<file path="src/rtl/cycle_timer_pkg.sv">
`timescale 1ns/1ps
package cycle_timer_pkg;

    typedef enum logic {
        REQ_IDLE    = 1'b0,
        REQ_PENDING = 1'b1
    } req_state_e;

    typedef enum logic [1:0] {
        UPD_RELOAD   = 2'd0,
        UPD_EXT_EDGE = 2'd1,
        UPD_EXT_IDLE = 2'd2,
        UPD_COUNT    = 2'd3
    } upd_kind_e;

endpackage

</file>
<file path="src/rtl/cycle_ref_sync.sv">
`timescale 1ns/1ps
module cycle_ref_sync #(
    parameter int SYNC_STAGES = 2
) (
    input  logic clk,
    input  logic rst_n,
    input  logic ref_i,
    output logic edge_o
);
    // chain[0..SYNC_STAGES-1] synchronise, chain[SYNC_STAGES] holds the previous level
    logic [SYNC_STAGES:0] chain_q;

    always_ff @(posedge clk or negedge rst_n) begin
        if (!rst_n) begin
            chain_q <= '0;
        end else begin
            chain_q <= {chain_q[SYNC_STAGES-1:0], ref_i};
        end
    end

    assign edge_o = chain_q[SYNC_STAGES-1] & ~chain_q[SYNC_STAGES];

    // a detected edge lasts a single clock
    assert_edge_single_R10: assert property (@(posedge clk) disable iff (!rst_n)
        edge_o |=> !edge_o);

endmodule

</file>
<file path="src/rtl/cycle_field_counter.sv">
`timescale 1ns/1ps
module cycle_field_counter
    import cycle_timer_pkg::*;
#(
    parameter int OFF_LIMIT = 3072,
    parameter int CYC_LIMIT = 8000,
    parameter int SEC_W     = 7,
    localparam int OFF_W    = $clog2(OFF_LIMIT),
    localparam int CYC_W    = $clog2(CYC_LIMIT),
    localparam int TIME_W   = SEC_W + CYC_W + OFF_W
) (
    input  logic              clk,
    input  logic              rst_n,
    input  logic              master_en_i,
    input  logic              src_ext_i,
    input  logic              ext_edge_i,
    input  logic              rx_valid_i,
    input  logic [TIME_W-1:0] rx_time_i,
    output logic [TIME_W-1:0] time_o,
    output logic              tick_o
);
    localparam logic [OFF_W-1:0] OFF_LAST = OFF_W'(OFF_LIMIT - 1);
    localparam logic [CYC_W-1:0] CYC_LAST = CYC_W'(CYC_LIMIT - 1);

    logic [OFF_W-1:0] off_q, off_d;
    logic [CYC_W-1:0] cyc_q, cyc_d;
    logic [SEC_W-1:0] sec_q, sec_d;
    logic             tick_q, tick_d;
    logic             bump;
    logic             reload;
    upd_kind_e        upd;

    assign reload = rx_valid_i & ~master_en_i;

    // pick the update kind for this clock; reload wins over everything
    always_comb begin
        if (reload) begin
            upd = UPD_RELOAD;
        end else if (src_ext_i) begin
            upd = ext_edge_i ? UPD_EXT_EDGE : UPD_EXT_IDLE;
        end else begin
            upd = UPD_COUNT;
        end
    end

    always_comb begin
        off_d  = off_q;
        bump   = 1'b0;
        tick_d = 1'b0;
        unique case (upd)
            UPD_RELOAD: begin
                off_d = rx_time_i[OFF_W-1:0];
            end
            UPD_EXT_EDGE: begin
                off_d  = '0;
                bump   = 1'b1;
                tick_d = 1'b1;
            end
            UPD_EXT_IDLE: begin
                off_d = '0;
            end
            UPD_COUNT: begin
                if (off_q == OFF_LAST) begin
                    off_d  = '0;
                    bump   = 1'b1;
                    tick_d = 1'b1;
                end else begin
                    off_d = off_q + 1'b1;
                end
            end
            default: begin
                off_d = off_q;
            end
        endcase
    end

    // cycle and seconds fields
    always_comb begin
        cyc_d = cyc_q;
        sec_d = sec_q;
        if (upd == UPD_RELOAD) begin
            cyc_d = rx_time_i[OFF_W +: CYC_W];
            sec_d = rx_time_i[OFF_W + CYC_W +: SEC_W];
        end else if (bump) begin
            if (cyc_q == CYC_LAST) begin
                cyc_d = '0;
                sec_d = sec_q + 1'b1;
            end else begin
                cyc_d = cyc_q + 1'b1;
            end
        end
    end

    always_ff @(posedge clk or negedge rst_n) begin
        if (!rst_n) begin
            off_q  <= '0;
            cyc_q  <= '0;
            sec_q  <= '0;
            tick_q <= 1'b0;
        end else begin
            off_q  <= off_d;
            cyc_q  <= cyc_d;
            sec_q  <= sec_d;
            tick_q <= tick_d;
        end
    end

    assign time_o = {sec_q, cyc_q, off_q};
    assign tick_o = tick_q;

    assert_offset_range_R2: assert property (@(posedge clk) disable iff (!rst_n)
        32'(off_q) < OFF_LIMIT);

    assert_cycle_range_R3: assert property (@(posedge clk) disable iff (!rst_n)
        32'(cyc_q) < CYC_LIMIT);

    assert_tick_single_R4: assert property (@(posedge clk) disable iff (!rst_n)
        tick_o |=> !tick_o);

    assert_reload_exact_R8: assert property (@(posedge clk) disable iff (!rst_n)
        (rx_valid_i && !master_en_i) |=> (time_o == $past(rx_time_i) && !tick_o));

    assert_ext_offset_zero_R10: assert property (@(posedge clk) disable iff (!rst_n)
        (src_ext_i && !reload) |=> (off_q == '0));

    assert_ext_quiet_R10: assert property (@(posedge clk) disable iff (!rst_n)
        (src_ext_i && !ext_edge_i && !reload) |=> $stable(cyc_q) && !tick_o);

endmodule

</file>
<file path="src/rtl/cycle_start_fsm.sv">
`timescale 1ns/1ps
module cycle_start_fsm
    import cycle_timer_pkg::*;
(
    input  logic clk,
    input  logic rst_n,
    input  logic master_en_i,
    input  logic tick_i,
    input  logic ack_i,
    output logic req_o
);
    req_state_e state_q, state_d;

    always_comb begin
        state_d = state_q;
        unique case (state_q)
            REQ_IDLE:    if (tick_i && master_en_i) state_d = REQ_PENDING;
            REQ_PENDING: if (ack_i)                 state_d = REQ_IDLE;
            default:                                state_d = REQ_IDLE;
        endcase
    end

    always_ff @(posedge clk or negedge rst_n) begin
        if (!rst_n) begin
            state_q <= REQ_IDLE;
        end else begin
            state_q <= state_d;
        end
    end

    always_comb begin
        unique case (state_q)
            REQ_IDLE:    req_o = 1'b0;
            REQ_PENDING: req_o = 1'b1;
            default:     req_o = 1'b0;
        endcase
    end

    assert_raise_on_tick_R5: assert property (@(posedge clk) disable iff (!rst_n)
        (!req_o && tick_i && master_en_i) |=> req_o);

    assert_release_on_ack_R5: assert property (@(posedge clk) disable iff (!rst_n)
        (req_o && ack_i) |=> !req_o);

    assert_hold_until_ack_R6: assert property (@(posedge clk) disable iff (!rst_n)
        (req_o && !ack_i) |=> req_o);

    assert_no_req_as_slave_R7: assert property (@(posedge clk) disable iff (!rst_n)
        (!req_o && !master_en_i) |=> !req_o);

endmodule

</file>
<file path="src/rtl/cycle_timer_top.sv">
`timescale 1ns/1ps
module cycle_timer_top #(
    parameter int OFF_LIMIT   = 3072,
    parameter int CYC_LIMIT   = 8000,
    parameter int SEC_W       = 7,
    parameter int SYNC_STAGES = 2,
    localparam int OFF_W      = $clog2(OFF_LIMIT),
    localparam int CYC_W      = $clog2(CYC_LIMIT),
    localparam int TIME_W     = SEC_W + CYC_W + OFF_W
) (
    input  logic              clk,
    input  logic              rst_n,
    input  logic              master_en,
    input  logic              src_ext,
    input  logic              ref_8k,
    input  logic              rx_start_valid,
    input  logic [TIME_W-1:0] rx_start_time,
    input  logic              start_ack,
    output logic [TIME_W-1:0] timer_o,
    output logic              start_req_o,
    output logic              cycle_tick_o
);
    logic ext_edge;
    logic tick;

    cycle_ref_sync #(
        .SYNC_STAGES (SYNC_STAGES)
    ) u_sync (
        .clk    (clk),
        .rst_n  (rst_n),
        .ref_i  (ref_8k),
        .edge_o (ext_edge)
    );

    cycle_field_counter #(
        .OFF_LIMIT (OFF_LIMIT),
        .CYC_LIMIT (CYC_LIMIT),
        .SEC_W     (SEC_W)
    ) u_count (
        .clk         (clk),
        .rst_n       (rst_n),
        .master_en_i (master_en),
        .src_ext_i   (src_ext),
        .ext_edge_i  (ext_edge),
        .rx_valid_i  (rx_start_valid),
        .rx_time_i   (rx_start_time),
        .time_o      (timer_o),
        .tick_o      (tick)
    );

    cycle_start_fsm u_req (
        .clk         (clk),
        .rst_n       (rst_n),
        .master_en_i (master_en),
        .tick_i      (tick),
        .ack_i       (start_ack),
        .req_o       (start_req_o)
    );

    assign cycle_tick_o = tick;

endmodule

</file>
<file path="config.mk">
export PLATFORM = sky130hd
export DESIGN_NAME = cycle_timer_top
export DESIGN_NICKNAME = d
export VERILOG_FILES = /design/src/rtl/cycle_timer_pkg.sv /design/src/rtl/cycle_ref_sync.sv /design/src/rtl/cycle_field_counter.sv /design/src/rtl/cycle_start_fsm.sv /design/src/rtl/cycle_timer_top.sv
export SDC_FILE = /design/constraint.sdc
export NUM_CORES = 1
export LEC_CHECK = 0
export BUFFER_PORTS_ARGS = -buffer_cell sky130_fd_sc_hd__buf_2
export CAP_MARGIN = 0
export CORE_MARGIN = 8
export CORE_UTILIZATION = 50
export CTS_BUF_LIST = sky130_fd_sc_hd__clkbuf_8
export CTS_CLUSTER_DIAMETER = 30
export DETAILED_ROUTE_END_ITERATION = 6
export HOLD_SLACK_MARGIN = 0.15
export PLACE_DENSITY = 0.83
export SETUP_SLACK_MARGIN = 0.02
export SYNTH_ARGS = -nofsm -noshare
export SYNTH_HDL_FRONTEND = slang
export SYNTH_HIERARCHICAL = 1
export SYNTH_SLANG_ARGS = --single-unit
export TNS_END_PERCENT = 100
</file>
<file path="constraint.sdc">
create_clock -name clk -period 5.85 [get_ports clk]
set_input_delay 0.585 -clock clk [delete_from_list [all_inputs] [get_ports clk]]
set_output_delay 0.585 -clock clk [all_outputs]
set_load 0.01 [all_outputs]
</file>
==> run_results.csv <==
group,metric,value,unit
run_status,status,"finished, final reports clean",
route,viasPerCell,5.63,
final_layout,diodes,0,
critical_path,end_kind,"flip-flop",
critical_path,slowest_stage,"or4_1",
pwr,leakage,0.00115,uW
synth,ys.warnings.count,6,
placement,globalplace.congestion,0.870,
critical_path,max_stage_delay,0.54,ns
route,drc,0,
clock_tree,cts_tree,"yes",
critical_path,arrival,2.57,ns
timing,fin_crit_sh,0.405,
synth,ys_ff_latch,37,
placement,portBuffers,72,
timing,rsz0062_at_grt,"false",
synth,synth-async-reset-ratio,1.00,
critical_path,cp_cell_sequence,"ha_1 > nand3_1 > nor4_4 > nor2_2 > or4_1 > a31oi_1",
timing,final.setup.tns,0,ns
final_layout,layout-drive-gt1-share,0.304,
floorplanning,initial_core_util,0.510,
critical_path,worst-path-max-fanout,16,
critical_path,worstSetupStartpointType,"flip-flop",
timing,tightest_slew,0.896,ns
route,vias,1947,
grt,grt_first_pass_wirelength,8.98,mm
final_layout,post-route-util,0.634,
clock_tree,cts_resized,0,
final_layout,design_area,0.00250,sq mm
clock_tree,post_cts_buffers,0,
synth,syn_inst,227,
critical_path,critPathKind,"reg2reg",
route,drt_pass1_iterations,4,
floorplanning,num_io_pins,73,
synth,synth_nets,269,
timing,skew,0.00672,ns
synth,syn-mean-instance-area,8.86,sq um
floorplanning,dieArea,0.00631,sq mm
clock_tree,hold_buffers,0,
route,wl_per_cell,15.3,um
floorplanning,num_rows,23,
final_layout,nets,337,
grt,track_usage,0.174,
timing,final-setup-viol-count,0,
grt,grt_pass1_vias,2003,
grt,grt_max_degree,38,
clock_tree,root_buffer,"clkbuf_8",
grt,overflow,0,
critical_path,required,6.06,ns
pwr,peakVddDrop,151,uV
synth,ys_types,37,
grt,antenna_found_initial,0,
clock_tree,cts_max_level,2,
timing,whs,0.355,ns
floorplanning,core_area,0.00394,sq mm
timing,maxSlewHeadroom,0.402,
synth,syn_area,0.00201,sq mm
route,drt-initial-drc-count,125,
timing,fmax,422,MHz
timing,min_period,2.37,ns
synth,synth_edf_count,0,
pwr,power_density,253,mW/mm^2
route,ant_nets,0,
clock_tree,cts_buffers,5,
job,cap_violations,0,
worst_hold_path,hold_class,"reg2reg",
floorplanning,chipHeight,79.4,um
synth,seq_area_frac_synth,0.460,
synth,synthFlopType,"dfrtp_1",
placement,dpl_cell_area,0.00240,sq mm
placement,hpwl,3.91,mm
final_layout,area_delta_synth_final,24.3,%
timing,final-hold-violation-count,0,
floorplanning,die_x,79.4,um
clock_tree,cts_num_sinks,37,
clock_tree,cts_buffer_depth,2,
timing,drv_slew,0,
clock_tree,clkTransAtPathRegs,0.07,ns
clock_tree,clock_latency,0.29,ns
route,routed_wl,5.31,mm
==> routing by layer <==
layer / part of all wire / routed length, um / global-route usage / vias up
met1: 0.43 / 2280 / 0.199 / 912
met3: 0.11 / 581 / 0.0766 / 4
met5: 0 / 0 / 0 / -
li1: - / - / - / 943
met4: 0.0066 / 35 / 0.0500 / 0
met2: 0.45 / 2420 / 0.285 / 88
==> report_power, final <==
| part | switching (uW) | total, uW | internal, uW |
|---|---|---|---|
| combinational | 67.1 | 121 | 54.0 |
| clock | 88.5 | 195 | 106 |
| sequential | 32.6 | 316 | 283 |
| total | 188 | 632 | 443 |
==> sequential cells by signal, summed over array words and instances (netlist names) <==
register	flops
u_count/sec_q	7
u_sync/chain_q	3
u_count/tick_o	1
u_count/off_q	12
u_count/cyc_q	13
u_req/state_q	1
==> per-stage QoR <==
step	worst slack, ns	std cells	total power (uW)
final	3.48	346	632
after global routing	3.32	346	669
after CTS	3.46	346	638
after detailed placement	3.38	338	442
after global placement	3.50	338	437
after floorplan	3.77	227	380
==> path summary, 6_finish.rpt <==
kind / from / endpoint / slack (ns) / depth (start not counted)
setup / recovery: u_count/off_q[0] / u_count/cyc_q[7] / 3.48 / 6
hold / removal: u_sync/chain_q[0] / u_sync/chain_q[1] / 0.36 / 0
setup reg to reg: u_count/off_q[0] / u_count/cyc_q[7] / 3.48 / 6
hold reg to reg: u_sync/chain_q[0] / u_sync/chain_q[1] / 0.36 / 0
max in group asynchronous: rst_n / u_count/off_q[0] / 4.95 / 1
min in group asynchronous: rst_n / u_count/cyc_q[1] / 0.39 / 1
==> critical path: cells and delay by family (launching register included) <==
kind | cells | cell delay (ns)
fa+ha+maj | 1 | 0.20
simple gates | 4 | 1.52
compound gates | 1 | 0.17
flops | 1 | 0.39
==> cell type report <==
type                            count  area [sq um]
Fill cell                         364          1440
Clock inverter                      1          5.00
Clock buffer                        7          96.3
Timing Repair Buffer               73           368
Tap cell                           50          62.6
Inverter                            5          18.8
Sequential cell                    37           926
Multi-Input combinational cell    173          1020
==> synth_stat cells (4+ instances only) <==
| cell | number | area share |
|---|---|---|
| nand3_1 | 9 | 0.022 |
| dfrtp_1 | 37 | 0.46 |
| nor2_1 | 19 | 0.035 |
| xnor2_1 | 4 | 0.017 |
| nand4_1 | 5 | 0.016 |
| xor2_1 | 9 | 0.039 |
| or3_1 | 6 | 0.019 |
| or4_1 | 4 | 0.015 |
| o21ai_0 | 26 | 0.065 |
| a31oi_1 | 12 | 0.037 |
| nand2_1 | 37 | 0.069 |
| clkbuf_1 | 11 | 0.021 |
| inv_1 | 5 | 0.0093 |
| o211ai_1 | 4 | 0.015 |
| a21oi_1 | 5 | 0.012 |
==> cell usage in the layout, fill, tap and decap left out, types with 5 or more instances in the layout <==
cell / synthesis / layout
nor2_1: 19 / 19
clkbuf_8: 0 / 7
a21oi_1: 5 / 5
buf_2: 1 / 72
inv_1: 5 / 5
nand3_1: 9 / 9
o21ai_0: 26 / 26
nand4_1: 5 / 5
xor2_1: 9 / 9
or3_1: 6 / 6
a31oi_1: 12 / 12
nand2_1: 37 / 37
dfrtp_1: 37 / 37
==> cells by family after synthesis <==
group	Yosys count	synth area share
buf+inv	17	0.0323
fa+ha+maj	3	0.0187
xor+xnor	13	0.0566
simple gates	101	0.264
flops	37	0.460
mux	3	0.0149
compound gates	53	0.154
Power figures use the tool's default switching activity.
